### config.mk
export PLATFORM = sky130hd
export DESIGN_NAME = flag_digit_divider
export DESIGN_NICKNAME = d
export VERILOG_FILES = /design/src/rtl/flag_div_pkg.sv /design/src/rtl/flag_div_split.sv /design/src/rtl/flag_div_est.sv /design/src/rtl/flag_div_trial.sv /design/src/rtl/flag_digit_divider.sv
export SDC_FILE = /design/constraint.sdc
export NUM_CORES = 1
export LEC_CHECK = 0
export CORE_ASPECT_RATIO = 0.9
export CORE_UTILIZATION = 53
export DETAILED_ROUTE_END_ITERATION = 8
export PLACE_DENSITY = 0.74
export SYNTH_ARGS = -nofsm -noshare
export SYNTH_HDL_FRONTEND = slang
export SYNTH_SLANG_ARGS = --single-unit
### constraint.sdc
create_clock -name clk -period 6.05 [get_ports clk]
set_input_delay 1.815 -clock clk [delete_from_list [all_inputs] [get_ports clk]]
set_output_delay 1.815 -clock clk [all_outputs]
set_load 0.01 [all_outputs]
### src/rtl/flag_div_pkg.sv
package flag_div_pkg;
    typedef enum logic [1:0] {
        S_IDLE,
        S_EST,
        S_TRIAL,
        S_DONE
    } fd_state_e;
endpackage

### src/rtl/flag_div_split.sv
// Splits a divisor into its leading nonzero digit (head) and the value below it (flag).
module flag_div_split #(
    parameter int WIDTH = 8,
    parameter int DB    = 2,
    localparam int NDIG = WIDTH / DB,
    localparam int IDXW = (NDIG > 1) ? $clog2(NDIG) : 1
) (
    input  logic [WIDTH-1:0] divisor_i,
    output logic [DB-1:0]    head_o,
    output logic [IDXW-1:0]  hpos_o,
    output logic [WIDTH-1:0] flag_o
);
    logic [WIDTH-1:0] mask;

    always_comb begin
        head_o = '0;
        hpos_o = '0;
        for (int i = 0; i < NDIG; i++) begin
            if (divisor_i[i*DB +: DB] != '0) begin
                head_o = divisor_i[i*DB +: DB];
                hpos_o = IDXW'(i);
            end
        end
        mask   = (WIDTH'(1) << (DB * int'(hpos_o))) - WIDTH'(1);
        flag_o = divisor_i & mask;
    end
endmodule

### src/rtl/flag_div_est.sv
// Head-only digit estimate: largest digit value whose product with the head fits.
module flag_div_est #(
    parameter int WIDTH = 8,
    parameter int DB    = 2
) (
    input  logic [WIDTH-1:0] part_i,
    input  logic [DB-1:0]    head_i,
    output logic [DB-1:0]    q_o
);
    always_comb begin
        q_o = '0;
        for (int v = 1; v < (1 << DB); v++) begin
            if ((v * int'(head_i)) <= int'(part_i)) begin
                q_o = DB'(v);
            end
        end
    end
endmodule

### src/rtl/flag_div_trial.sv
// Trial subtraction: head product and flag cross-product, both aligned to the digit column.
module flag_div_trial #(
    parameter int WIDTH = 8,
    parameter int DB    = 2,
    localparam int NDIG = WIDTH / DB,
    localparam int IDXW = (NDIG > 1) ? $clog2(NDIG) : 1,
    localparam int TW   = 2 * WIDTH + DB + 2
) (
    input  logic [WIDTH-1:0] rem_i,
    input  logic [DB-1:0]    q_i,
    input  logic [DB-1:0]    head_i,
    input  logic [WIDTH-1:0] flag_i,
    input  logic [IDXW-1:0]  kpos_i,
    input  logic [IDXW-1:0]  hpos_i,
    output logic [WIDTH-1:0] next_rem_o,
    output logic             neg_o
);
    logic [TW-1:0] head_term;
    logic [TW-1:0] flag_term;
    logic [TW-1:0] diff;

    always_comb begin
        head_term  = (TW'(q_i) * TW'(head_i)) << (DB * (int'(kpos_i) + int'(hpos_i)));
        flag_term  = (TW'(q_i) * TW'(flag_i)) << (DB * int'(kpos_i));
        diff       = TW'(rem_i) - head_term - flag_term;
        neg_o      = diff[TW-1];
        next_rem_o = diff[WIDTH-1:0];
    end
endmodule

### src/rtl/flag_digit_divider.sv
module flag_digit_divider
    import flag_div_pkg::*;
#(
    parameter int WIDTH = 8,
    parameter int DB    = 2
) (
    input  logic             clk,
    input  logic             rst_n,
    input  logic             start_i,
    input  logic [WIDTH-1:0] dividend_i,
    input  logic [WIDTH-1:0] divisor_i,
    output logic [WIDTH-1:0] quotient_o,
    output logic [WIDTH-1:0] remainder_o,
    output logic             done_o,
    output logic             div_zero_o
);
    localparam int NDIG = WIDTH / DB;
    localparam int IDXW = (NDIG > 1) ? $clog2(NDIG) : 1;

    fd_state_e state_q, state_d;

    logic [WIDTH-1:0] dvd_q, dvs_q, flag_q, rem_q, quo_q;
    logic [DB-1:0]    head_q, qdig_q;
    logic [IDXW-1:0]  hpos_q, kpos_q;

    logic [DB-1:0]    split_head;
    logic [IDXW-1:0]  split_hpos;
    logic [WIDTH-1:0] split_flag;
    logic [WIDTH-1:0] part;
    logic [DB-1:0]    est_q;
    logic [WIDTH-1:0] trial_rem;
    logic             trial_neg;
    logic [WIDTH-1:0] quo_fin;
    logic [WIDTH-1:0] quo_res, rem_res;
    logic             zero_res;

    flag_div_split #(.WIDTH(WIDTH), .DB(DB)) u_split (
        .divisor_i (divisor_i),
        .head_o    (split_head),
        .hpos_o    (split_hpos),
        .flag_o    (split_flag)
    );

    assign part = rem_q >> (DB * (int'(kpos_q) + int'(hpos_q)));

    flag_div_est #(.WIDTH(WIDTH), .DB(DB)) u_est (
        .part_i (part),
        .head_i (head_q),
        .q_o    (est_q)
    );

    flag_div_trial #(.WIDTH(WIDTH), .DB(DB)) u_trial (
        .rem_i      (rem_q),
        .q_i        (qdig_q),
        .head_i     (head_q),
        .flag_i     (flag_q),
        .kpos_i     (kpos_q),
        .hpos_i     (hpos_q),
        .next_rem_o (trial_rem),
        .neg_o      (trial_neg)
    );

    assign quo_fin = quo_q | (WIDTH'(qdig_q) << (DB * int'(kpos_q)));

    // Next-state logic
    always_comb begin
        state_d = state_q;
        unique case (state_q)
            S_IDLE:  if (start_i) state_d = (divisor_i == '0) ? S_DONE : S_EST;
            S_EST:   state_d = S_TRIAL;
            S_TRIAL: begin
                if (trial_neg)            state_d = S_TRIAL;
                else if (kpos_q == '0)    state_d = S_DONE;
                else                      state_d = S_EST;
            end
            S_DONE:  state_d = S_IDLE;
            default: state_d = S_IDLE;
        endcase
    end

    // State register
    always_ff @(posedge clk or negedge rst_n) begin
        if (!rst_n) state_q <= S_IDLE;
        else        state_q <= state_d;
    end

    // Working datapath
    always_ff @(posedge clk or negedge rst_n) begin
        if (!rst_n) begin
            dvd_q  <= '0;
            dvs_q  <= '0;
            flag_q <= '0;
            rem_q  <= '0;
            quo_q  <= '0;
            head_q <= '0;
            qdig_q <= '0;
            hpos_q <= '0;
            kpos_q <= '0;
        end else begin
            unique case (state_q)
                S_IDLE: if (start_i) begin
                    dvd_q  <= dividend_i;
                    dvs_q  <= divisor_i;
                    head_q <= split_head;
                    hpos_q <= split_hpos;
                    flag_q <= split_flag;
                    rem_q  <= dividend_i;
                    quo_q  <= '0;
                    kpos_q <= IDXW'(NDIG - 1) - split_hpos;
                end
                S_EST:   qdig_q <= est_q;
                S_TRIAL: begin
                    if (trial_neg) begin
                        qdig_q <= qdig_q - DB'(1);
                    end else begin
                        rem_q <= trial_rem;
                        quo_q <= quo_fin;
                        if (kpos_q != '0) kpos_q <= kpos_q - IDXW'(1);
                    end
                end
                S_DONE:  ;
                default: ;
            endcase
        end
    end

    // Result registers
    always_ff @(posedge clk or negedge rst_n) begin
        if (!rst_n) begin
            quo_res  <= '0;
            rem_res  <= '0;
            zero_res <= 1'b0;
        end else if (state_q == S_IDLE && start_i && divisor_i == '0) begin
            quo_res  <= '1;
            rem_res  <= dividend_i;
            zero_res <= 1'b1;
        end else if (state_q == S_TRIAL && !trial_neg && kpos_q == '0) begin
            quo_res  <= quo_fin;
            rem_res  <= trial_rem;
            zero_res <= 1'b0;
        end
    end

    assign quotient_o  = quo_res;
    assign remainder_o = rem_res;
    assign div_zero_o  = zero_res;
    assign done_o      = (state_q == S_DONE);

    p_quot_exact_r1: assert property (@(posedge clk) disable iff (!rst_n)
        (done_o && !div_zero_o) |->
        ((2*WIDTH)'(quotient_o) * (2*WIDTH)'(dvs_q) + (2*WIDTH)'(remainder_o)) == (2*WIDTH)'(dvd_q));

    p_rem_bound_r2: assert property (@(posedge clk) disable iff (!rst_n)
        (done_o && !div_zero_o) |-> (remainder_o < dvs_q));

    p_zero_flag_r3: assert property (@(posedge clk) disable iff (!rst_n)
        done_o |-> (div_zero_o == (dvs_q == '0)));

    p_head_valid_r5: assert property (@(posedge clk) disable iff (!rst_n)
        (state_q != S_IDLE && dvs_q != '0) |-> (head_q != '0));

    p_no_digit_underflow_r6: assert property (@(posedge clk) disable iff (!rst_n)
        (state_q == S_TRIAL && trial_neg) |-> (qdig_q != '0));

    p_done_pulse_r7: assert property (@(posedge clk) disable iff (!rst_n)
        done_o |=> !done_o);

    p_busy_ignore_r8: assert property (@(posedge clk) disable iff (!rst_n)
        (state_q != S_IDLE && start_i) |=> ($stable(dvd_q) && $stable(dvs_q)));
endmodule

Word-level counts from Yosys, hierarchy flattened. Cells that the tools add are included.

Word-level logic and storage cells: 91. Output and inout port bits: 18. Bits in registers: 51.

Add/subtract/negate cells: 7. Multiplexer cells: 33. Shifts and indexed selects: 5. $mul: 3. Eq/ne operators: 7. Magnitude comparators: 3. Reduce and logical (&&, ||, !) cells: 20. Bitwise logic cells: 2.

Operator list (count): $mux 8 (8); $le 32x9->1 (1); $mux 2 (16); $pmux 8 s2 (2); $shl 4x32->20 (1); $shr 8x32->8 (1); $shl 10x3->20 (1); $sub 20x20->20 (1); $sub 8x20->20 (1); $reduce_bool 2->1 (8); $mul 2x8->10 (1); $and 8x8->8 (1); $le 2x8->1 (1); $le 3x8->1 (1); $logic_not 8->1 (1); $or 8x8->8 (1); $pmux 2 s2 (2); $pmux 2 s4 (1); $shl 1x3->8 const A (1); $shl 2x3->8 (1); $sub 8x2->8 const B (1); $ne 2x2->1 const B (3); $eq 2x2->1 const B (2); $logic_and 1x1->1 (4); other kinds (13) (19).

Longest topological paths before layout. Gate-level depths: netlist of the first run.

Depth after elaboration: 9. Mapped depth: 20. Depth with buffers taken out: 17.

Modules after synthesis. From an unflattened synthesis of the first run, not the netlist that was laid out.

Cells, all modules: 554. Area, all modules: 4772.1 um^2.

Modules (own cells, without submodules): flag_digit_divider (area each 2523.7 um^2, instances 1, cells each 247, seq. area each 1276.2 um^2); flag_div_trial (area each 1854.3 um^2, instances 1, cells each 252, seq. area each 0.0 um^2); flag_div_est (area each 250.2 um^2, instances 1, cells each 31, seq. area each 0.0 um^2); flag_div_split (area each 143.9 um^2, instances 1, cells each 24, seq. area each 0.0 um^2).

Least setup slack after synthesis of the first run. No wires, ideal clock.

Path kind: flip-flop to flip-flop. Start point: register qdig_q[0]. End point: register quo_res[0] (netlist: quotient_o[0]). Cell stages (with the launch flop): 21. Required time: 5915 ps. Setup time: 135 ps. Setup slack: 1353 ps. Data arrival time: 4562 ps. Path through: dfrtp_1 > clkbuf_1 > and2_1 > ha_1 > fa_1 > a21o_1 > a21o_1 > a21o_1 > or4b_1 > nand4_1 > o21ai_1 > fa_1 > ha_1 > o2111a_1 > a211o_1 > or4b_1 > o22a_1 > buf_6 > buf_12 > nand2_2 > o211ai_2.

Longest elaborated chain between the ends: 8. Elaborated cells on any way between the ends: 14.

Ends and longest elaborated chain: start, declared (line flag_digit_divider.sv:23) `logic [DB-1:0] head_q, qdig_q;`; start signal, assigned (line flag_digit_divider.sv:111) `S_EST: qdig_q <= est_q;`; start signal, assigned (line flag_digit_divider.sv:114) `qdig_q <= qdig_q - DB'(1);`; $mul 2x2->4 (line flag_div_trial.sv:23) `head_term = (TW'(q_i) * TW'(head_i)) << (DB * (int'(kpos_i) + int'(hpos_i)));`; $shl 4x32->20 (line flag_div_trial.sv:23); $sub 8x20->20 (line flag_div_trial.sv:25) `diff = TW'(rem_i) - head_term - flag_term;`; $sub 20x20->20 (line flag_div_trial.sv:25); $logic_not 1->1 (line flag_digit_divider.sv:137) `end else if (state_q == S_TRIAL && !trial_neg && kpos_q == '0) begin`; $logic_and 1x1->1 (2 in series) (line flag_digit_divider.sv:137); $reduce_bool 2->1 (no line); end signal, assigned (line flag_digit_divider.sv:138) `quo_res <= quo_fin;`; end, declared (line flag_digit_divider.sv:34) `logic [WIDTH-1:0] quo_res, rem_res;`.

Several ways; a longest one is shown, not always the timed one. The select of a mux whose other input is x is not followed. A chain may end at the register's enable or synchronous reset.

Worst setup path in the final report of the first run.
Start point: register qdig_q[1]. End point: register rem_q[7].

Longest elaborated chain between the ends: 6. Elaborated cells on any way between the ends: 10.

Ends and longest elaborated chain: $mul 2x2->4 (line flag_div_trial.sv:23); $shl 4x32->20 (line flag_div_trial.sv:23); $sub 8x20->20 (line flag_div_trial.sv:25); $sub 20x20->20 * (line flag_div_trial.sv:25); $mux 8 or $ne 2x2->1 (tied branches); $pmux 8 s2 or $reduce_and 3->1 (tied branches); end signal, assigned (line flag_digit_divider.sv:107) `rem_q <= dividend_i;`; end signal, assigned (line flag_digit_divider.sv:116) `rem_q <= trial_rem;`; end, declared (line flag_digit_divider.sv:22) `logic [WIDTH-1:0] dvd_q, dvs_q, flag_q, rem_q, quo_q;`.

Every way passes the cells marked *; elsewhere a longest branch is shown, timed or not. The select of a mux whose other input is x is not followed.

==> flow_summary.ini, run 1 <==
[outcome]
outcome = completed

[routing]
via_per_inst = 6.224
wire_per_inst_um = 17.56
remaining_drc_errors = 0
drtIter0Drc = 373
wirelength_um = 11610
num_vias = 4114
ant_nets = 0
dr.pass1.iters = 5

[floorplanning]
fp.dieH_um = 90.45
start_util = 0.5603
core_sq_um = 8223
num_io_pins = 37
dieArea_sq_um = 9070
die-width_um = 100.3
num_rows = 31

[critical_path]
crit_path_start_kind = flop
critPathRequiredTime_ns = 6.25
arrival_ns = 5.74
critPathCaptureType = flop
crit_fanout = 22
worstSetupPathType = flop to flop

[timing]
tightest_slew_ns = 1.164
grt_setup_unrepaired = no
drv_slew = 0
finalSetupViolCount = 0
fin_ws_ns = 0.5189
holdWs_ns = 0.4936
fin_crit_sh = 0.9142
final.min_clock_period_ns = 5.531
slew_headroom = 0.2179
timing.fmax_mhz = 180.8
clock-skew-final_ns = 0.009256
hold_viol = 0
finalSetupTns_ns = 0

[synth]
synthCells = 523
synth-compound-area-share = 0.2303
syn-cell-area_sq_um = 4607
synth_area_leaders = dfrtp_1, ha_1, fa_1
ys_warn_count = 0
synth-async-reset-ratio = 1.000
post_synth_num_cell_types = 68
synth_top_family_by_area = compound AO/OA/AOI/OAI gates
synth_ff_type = dfrtp_1
yosys.area.top_type = dfrtp_1
synthAdderAreaFrac = 0.1711
synth_seq_cells = 51
syn_avg_cell_area_sq_um = 8.809
synth_xor_area_frac = 0.01901
synth_top_area_share = 0.2770
yosysSeqAreaShare = 0.2770
synth_fp_nets = 599
synth_edf_count = 0
synth.area.mux_share = 0.03232
synthTopCellsByCount = nand2_1, dfrtp_1, ha_1
synth-simple-area-share = 0.2048
yosysMostFrequentCell = nand2_1

[clocking]
postCtsSetupRepairBufs = 0
ctsHtreeMaxLevel = 2
post_cts_resized = 0
cts.sinks = 51
cts_buffers = 5
cts-root-buf = clkbuf_8
worstSkewPairLatency_ns = 0.31
cts_tree = yes
ctsHoldBuffers = 0
clk_pin_slew_ns = 0.10
clockBufferDepth = 2

[global_route]
antenna_found_initial = 0
grt_first_pass_wirelength_um = 19520
grt_max_degree = 52
grt.total_usage = 0.2712
grt_pass1_vias = 3966
overflow = 0

[final_layout]
fillers = 753
area_delta_synth_final_pct = 10.27
drive_above_1_share = 0.09158
antenna_cells = 0
fin_nets = 621
design_area_sq_um = 5080

[run]
drv_cap = 0

[place]
gp_congestion = 1.006
place_hpwl_um = 9102
io_buffers = 36
placed_area_sq_um = 4984
dp_slack_ns = 0.6366

[worst_hold_path]
hold_class = flop to flop
-- stage by stage --
| step | utilization | std cells |
|---|---|---|
| final | 0.6178 | 661 |
| after global routing | 0.6178 | 661 |
| after CTS | 0.6178 | 661 |
| after detailed placement | 0.6061 | 653 |
| after global placement | 0.6061 | 653 |
| after floorplan | - | 523 |
-- area by class of cell --
cell class                      count  area, sq um  area share
Inverter                           32        120.1     0.02365
Timing Repair Buffer               43        407.9     0.08030
Multi-Input combinational cell    412         3035      0.5975
Tap cell                          115        143.9     0.02833
Sequential cell                    51         1276      0.2512
Clock inverter                      2        13.76    0.002709
Clock buffer                        6        82.58     0.01626
-- cell usage in the layout (no fill, tap or decap), types with 4 or more instances in the layout --
cell type	count
nand2_1	52
dfrtp_1	51
ha_1	47
a21oi_1	35
clkdlybuf4s50_1	35
nor2_1	33
inv_1	32
and2_1	24
o21ai_0	20
nand3_1	17
nor3_1	14
a31oi_1	13
nor2b_1	11
a21o_1	10
fa_1	10
o211ai_2	9
nand2_2	8
mux2i_1	7
nand2b_1	7
buf_4	7
xnor2_1	6
clkbuf_8	6
o22ai_1	5
a211oi_1	5
o211ai_1	5
a221o_1	5
xor2_1	4
a211o_1	4
nand4_1	4
-- per-layer routing --
| metal | share of wire | global-route usage | vias to the layer above |
|---|---|---|---|
| met3 | 0.054 | 0.02786 | 27 |
| li1 | - | - | 1938 |
| met4 | 0.026 | 0.08816 | 0 |
| met1 | 0.47 | 0.4007 | 2009 |
| met5 | 0 | 0 | - |
| met2 | 0.45 | 0.4150 | 140 |
-- cell families (layout without fill, tap and decap cells) --
group	count (synthesis)	in the layout
and+or+nand+nor	187	187
AOI/OAI and AO/OA	146	146
buffers and inverters	60	83
adders and majority gates	57	57
DFF	51	51
muxes	12	12
xor gates and xnor gates	10	10
-- critical path: stages, from the launching register on --
cell and delay, ns:
dfrtp_1 0.74, and2_1 0.27, ha_1 0.25, a21o_1 0.19, a211o_1 0.32, a2111oi_0 0.45
nor3_1 0.14, xnor2_1 0.35, a21oi_1 0.14, ha_1 0.32, ha_1 0.33, nand3_1 0.09
a21boi_0 0.07, o41ai_1 0.58, o22ai_1 0.36, buf_4 0.27, nor2_2 0.20, mux2_2 0.36
-- path summary, 6_finish.rpt --
| kind | from | end | slack (ns) | cells after the start |
|---|---|---|---|---|
| worst max register to register | qdig_q[1] | rem_q[7] | 0.52 | 17 |
| min in group asynchronous | rst_n | remainder_o[2] | 1.59 | 2 |
| worst max-delay path | qdig_q[1] | rem_q[7] | 0.52 | 17 |
| worst min register to register | div_zero_o | div_zero_o | 0.49 | 2 |
| worst min-delay path | div_zero_o | div_zero_o | 0.49 | 2 |
| max in group asynchronous | rst_n | remainder_o[0] | 4.02 | 2 |
-- sequential cells by signal, indices dropped and copies added (netlist names) --
name	count
quotient_o	8
hpos_q	2
kpos_q	2
head_q	2
qdig_q	2
remainder_o	8
flag_q	8
rem_q	8
div_zero_o	1
state_q	2
quo_q	8
Power of run 1 is not shown: default switching activity piles up to over one toggle a cycle in this logic, so the estimate is an artifact.
==> inputs of run 2 (changes only) <==
- ABC_CLOCK_PERIOD_IN_PS: unset -> 6050
==> results of run 2 <==
The final DEF is identical to that of run 1; final timing and power are the same.
Power of run 2 is left out for the same reason.
==> inputs of run 3 (changes only) <==
- ABC_CLOCK_PERIOD_IN_PS: 6050 -> 6500
- CORE_UTILIZATION: 53 -> 62
- PLACE_DENSITY: 0.74 -> 0.84
- clock period: 6.05 -> 6.5 ns (I/O delays scaled with it)
==> run 3 against run 2 <==
  * Wire length is 6.4% lower
  * Sequential share of layout area is 0.22 points higher
  * Clock skew is 0.0031 ns lower
  * Flip-flop and latch count stayed put
  * Register-to-register slack better by 0.33 ns
==> flow_summary.ini, run 3 (same netlist as run 1, synthesis figures left out) <==
[critical_path]
cp_cell_sequence = and2_1 -> ha_1 -> fa_1 -> a21o_1 -> a21o_1 -> a21o_1 -> or4b_1 -> nand4_1 -> o21ai_1 -> fa_1 -> ha_1 -> a41o_1 -> a211o_1 -> a211oi_2 -> o22ai_1 -> buf_4 -> nor2_2 -> mux2_2
cpMaxStageDelayCell = dfrtp_1
crit_fanout = 25
crit-reg2reg-launch = qdig_q[0]
endpoint = rem_q[7]
cp_common_cell = a21o_1
r2r-end = rem_q[7]
critPathCaptureType = flop
rr_worst_depth = 18
worstSetupPathType = flop to flop
r2r_slack_ns = 0.85
setup.worst_path.start = qdig_q[0]
arrival_ns = 5.84
critPathRequiredTime_ns = 6.69
crit_path_start_kind = flop
cpPeakStageDelay_ns = 0.66

[clocking]
ctsHtreeMaxLevel = 2
ctsHoldBuffers = 0
postCtsSetupRepairBufs = 0
clockBufferDepth = 2
cts_buffers = 5
cts-root-buf = clkbuf_8
clk_pin_slew_ns = 0.09
post_cts_resized = 0
cts.sinks = 51
cts_tree = yes
worstSkewPairLatency_ns = 0.31

[global_route]
overflow = 0
antenna_found_initial = 0
grt.total_usage = 0.2992
grt_pass1_vias = 3876
grt_max_degree = 52
grt_first_pass_wirelength_um = 18550

[timing]
finalSetupViolCount = 0
fin_crit_sh = 0.8694
clock-skew-final_ns = 0.006128
tightest_slew_ns = 1.101
final.min_clock_period_ns = 5.651
drv_slew = 0
timing.fmax_mhz = 177.0
finalSetupTns_ns = 0
grt_setup_unrepaired = no
hold_viol = 0
slew_headroom = 0.2597

[floorplanning]
start_util = 0.6478
die-width_um = 92.87
num_rows = 29
dieArea_sq_um = 7780
core_sq_um = 7112
fp.dieH_um = 83.78
num_io_pins = 37

[final_layout]
antenna_cells = 0
final-instance-count-excl-fill = 635
area_delta_synth_final_pct = 9.316
fin_nets = 618
final_common_cell = nand2_1
final_cell_mix = nand2_1, dfrtp_1, ha_1
fillers = 566
drive_above_1_share = 0.08303

[place]
gp_congestion = 1.022
placed_cells = 628
place_hpwl_um = 8340
io_buffers = 36

[routing]
dr.pass1.iters = 4
ant_nets = 0
wirelength_um = 10860
drtIter0Drc = 231
num_vias = 3971
remaining_drc_errors = 0
via_per_inst = 6.254
wire_per_inst_um = 17.11

[worst_hold_path]
hold_class = flop to flop

[outcome]
outcome = completed

[run]
drv_cap = 0
[run 3: cell types whose count changed in the layout (fill, tap and decap cells not counted), sizes merged]
cell	before	now
inv	33	32
buf	8	5
clkinv	1	0
bufinv	0	1
[run 3: worst min path at each step]
stage / start / to / slack [ns] / cells past startpoint
after global placement: div_zero_o / div_zero_o / 0.46 / 2
after global routing: div_zero_o / div_zero_o / 0.52 / 2
final: div_zero_o / div_zero_o / 0.49 / 2
after detailed placement: div_zero_o / div_zero_o / 0.48 / 2
after floorplan: flag_q[1] / flag_q[1] / 0.45 / 2
after CTS: div_zero_o / div_zero_o / 0.50 / 2
[run 3: per-stage QoR]
step	area [sq um]	setup WS, ns	hold slack (ns)	util
2_1_floorplan	4607	1.803	0.4455	-
3_3_place_gp	4933	1.092	0.4645	0.6937
3_5_place_dp	4933	0.9259	0.4801	0.6937
4_1_cts	5036	0.8884	0.5004	0.7081
5_1_grt	5036	0.3171	0.5157	0.7081
6_report	5036	0.8488	0.4947	0.7081
[run 3: layout make-up]
cell class,count,area (sq um),area share
clock buffers,6,72.57,0.01441
multi-input cells,412,3035,0.6027
clock inverters,1,30.03,0.005963
inverters,32,120.1,0.02385
flip-flops and latches,51,1276,0.2534
well taps,93,116.4,0.02311
repair buffers,40,385.4,0.07652
[run 3: worst max-delay path, delay by kind of cell, from the launching register on]
| family | cells | cell delay, ns |
|---|---|---|
| fa+ha+maj | 4 | 1.33 |
| flops | 1 | 0.66 |
| mux | 1 | 0.37 |
| compound gates | 8 | 1.78 |
| simple gates | 4 | 1.10 |
| buf+inv | 1 | 0.30 |
[run 3: per-layer routing]
metal / routed length (um) / share of wire / GRT usage / up-vias
li1: - / - / - / 1924
met1: 4989 / 0.46 / 0.4361 / 1893
met3: 675 / 0.062 / 0.03825 / 13
met4: 160 / 0.015 / 0.08671 / 0
met2: 5039 / 0.46 / 0.4666 / 141
met5: 0 / 0 / 0 / -
Power of run 3 is left out for the same reason.
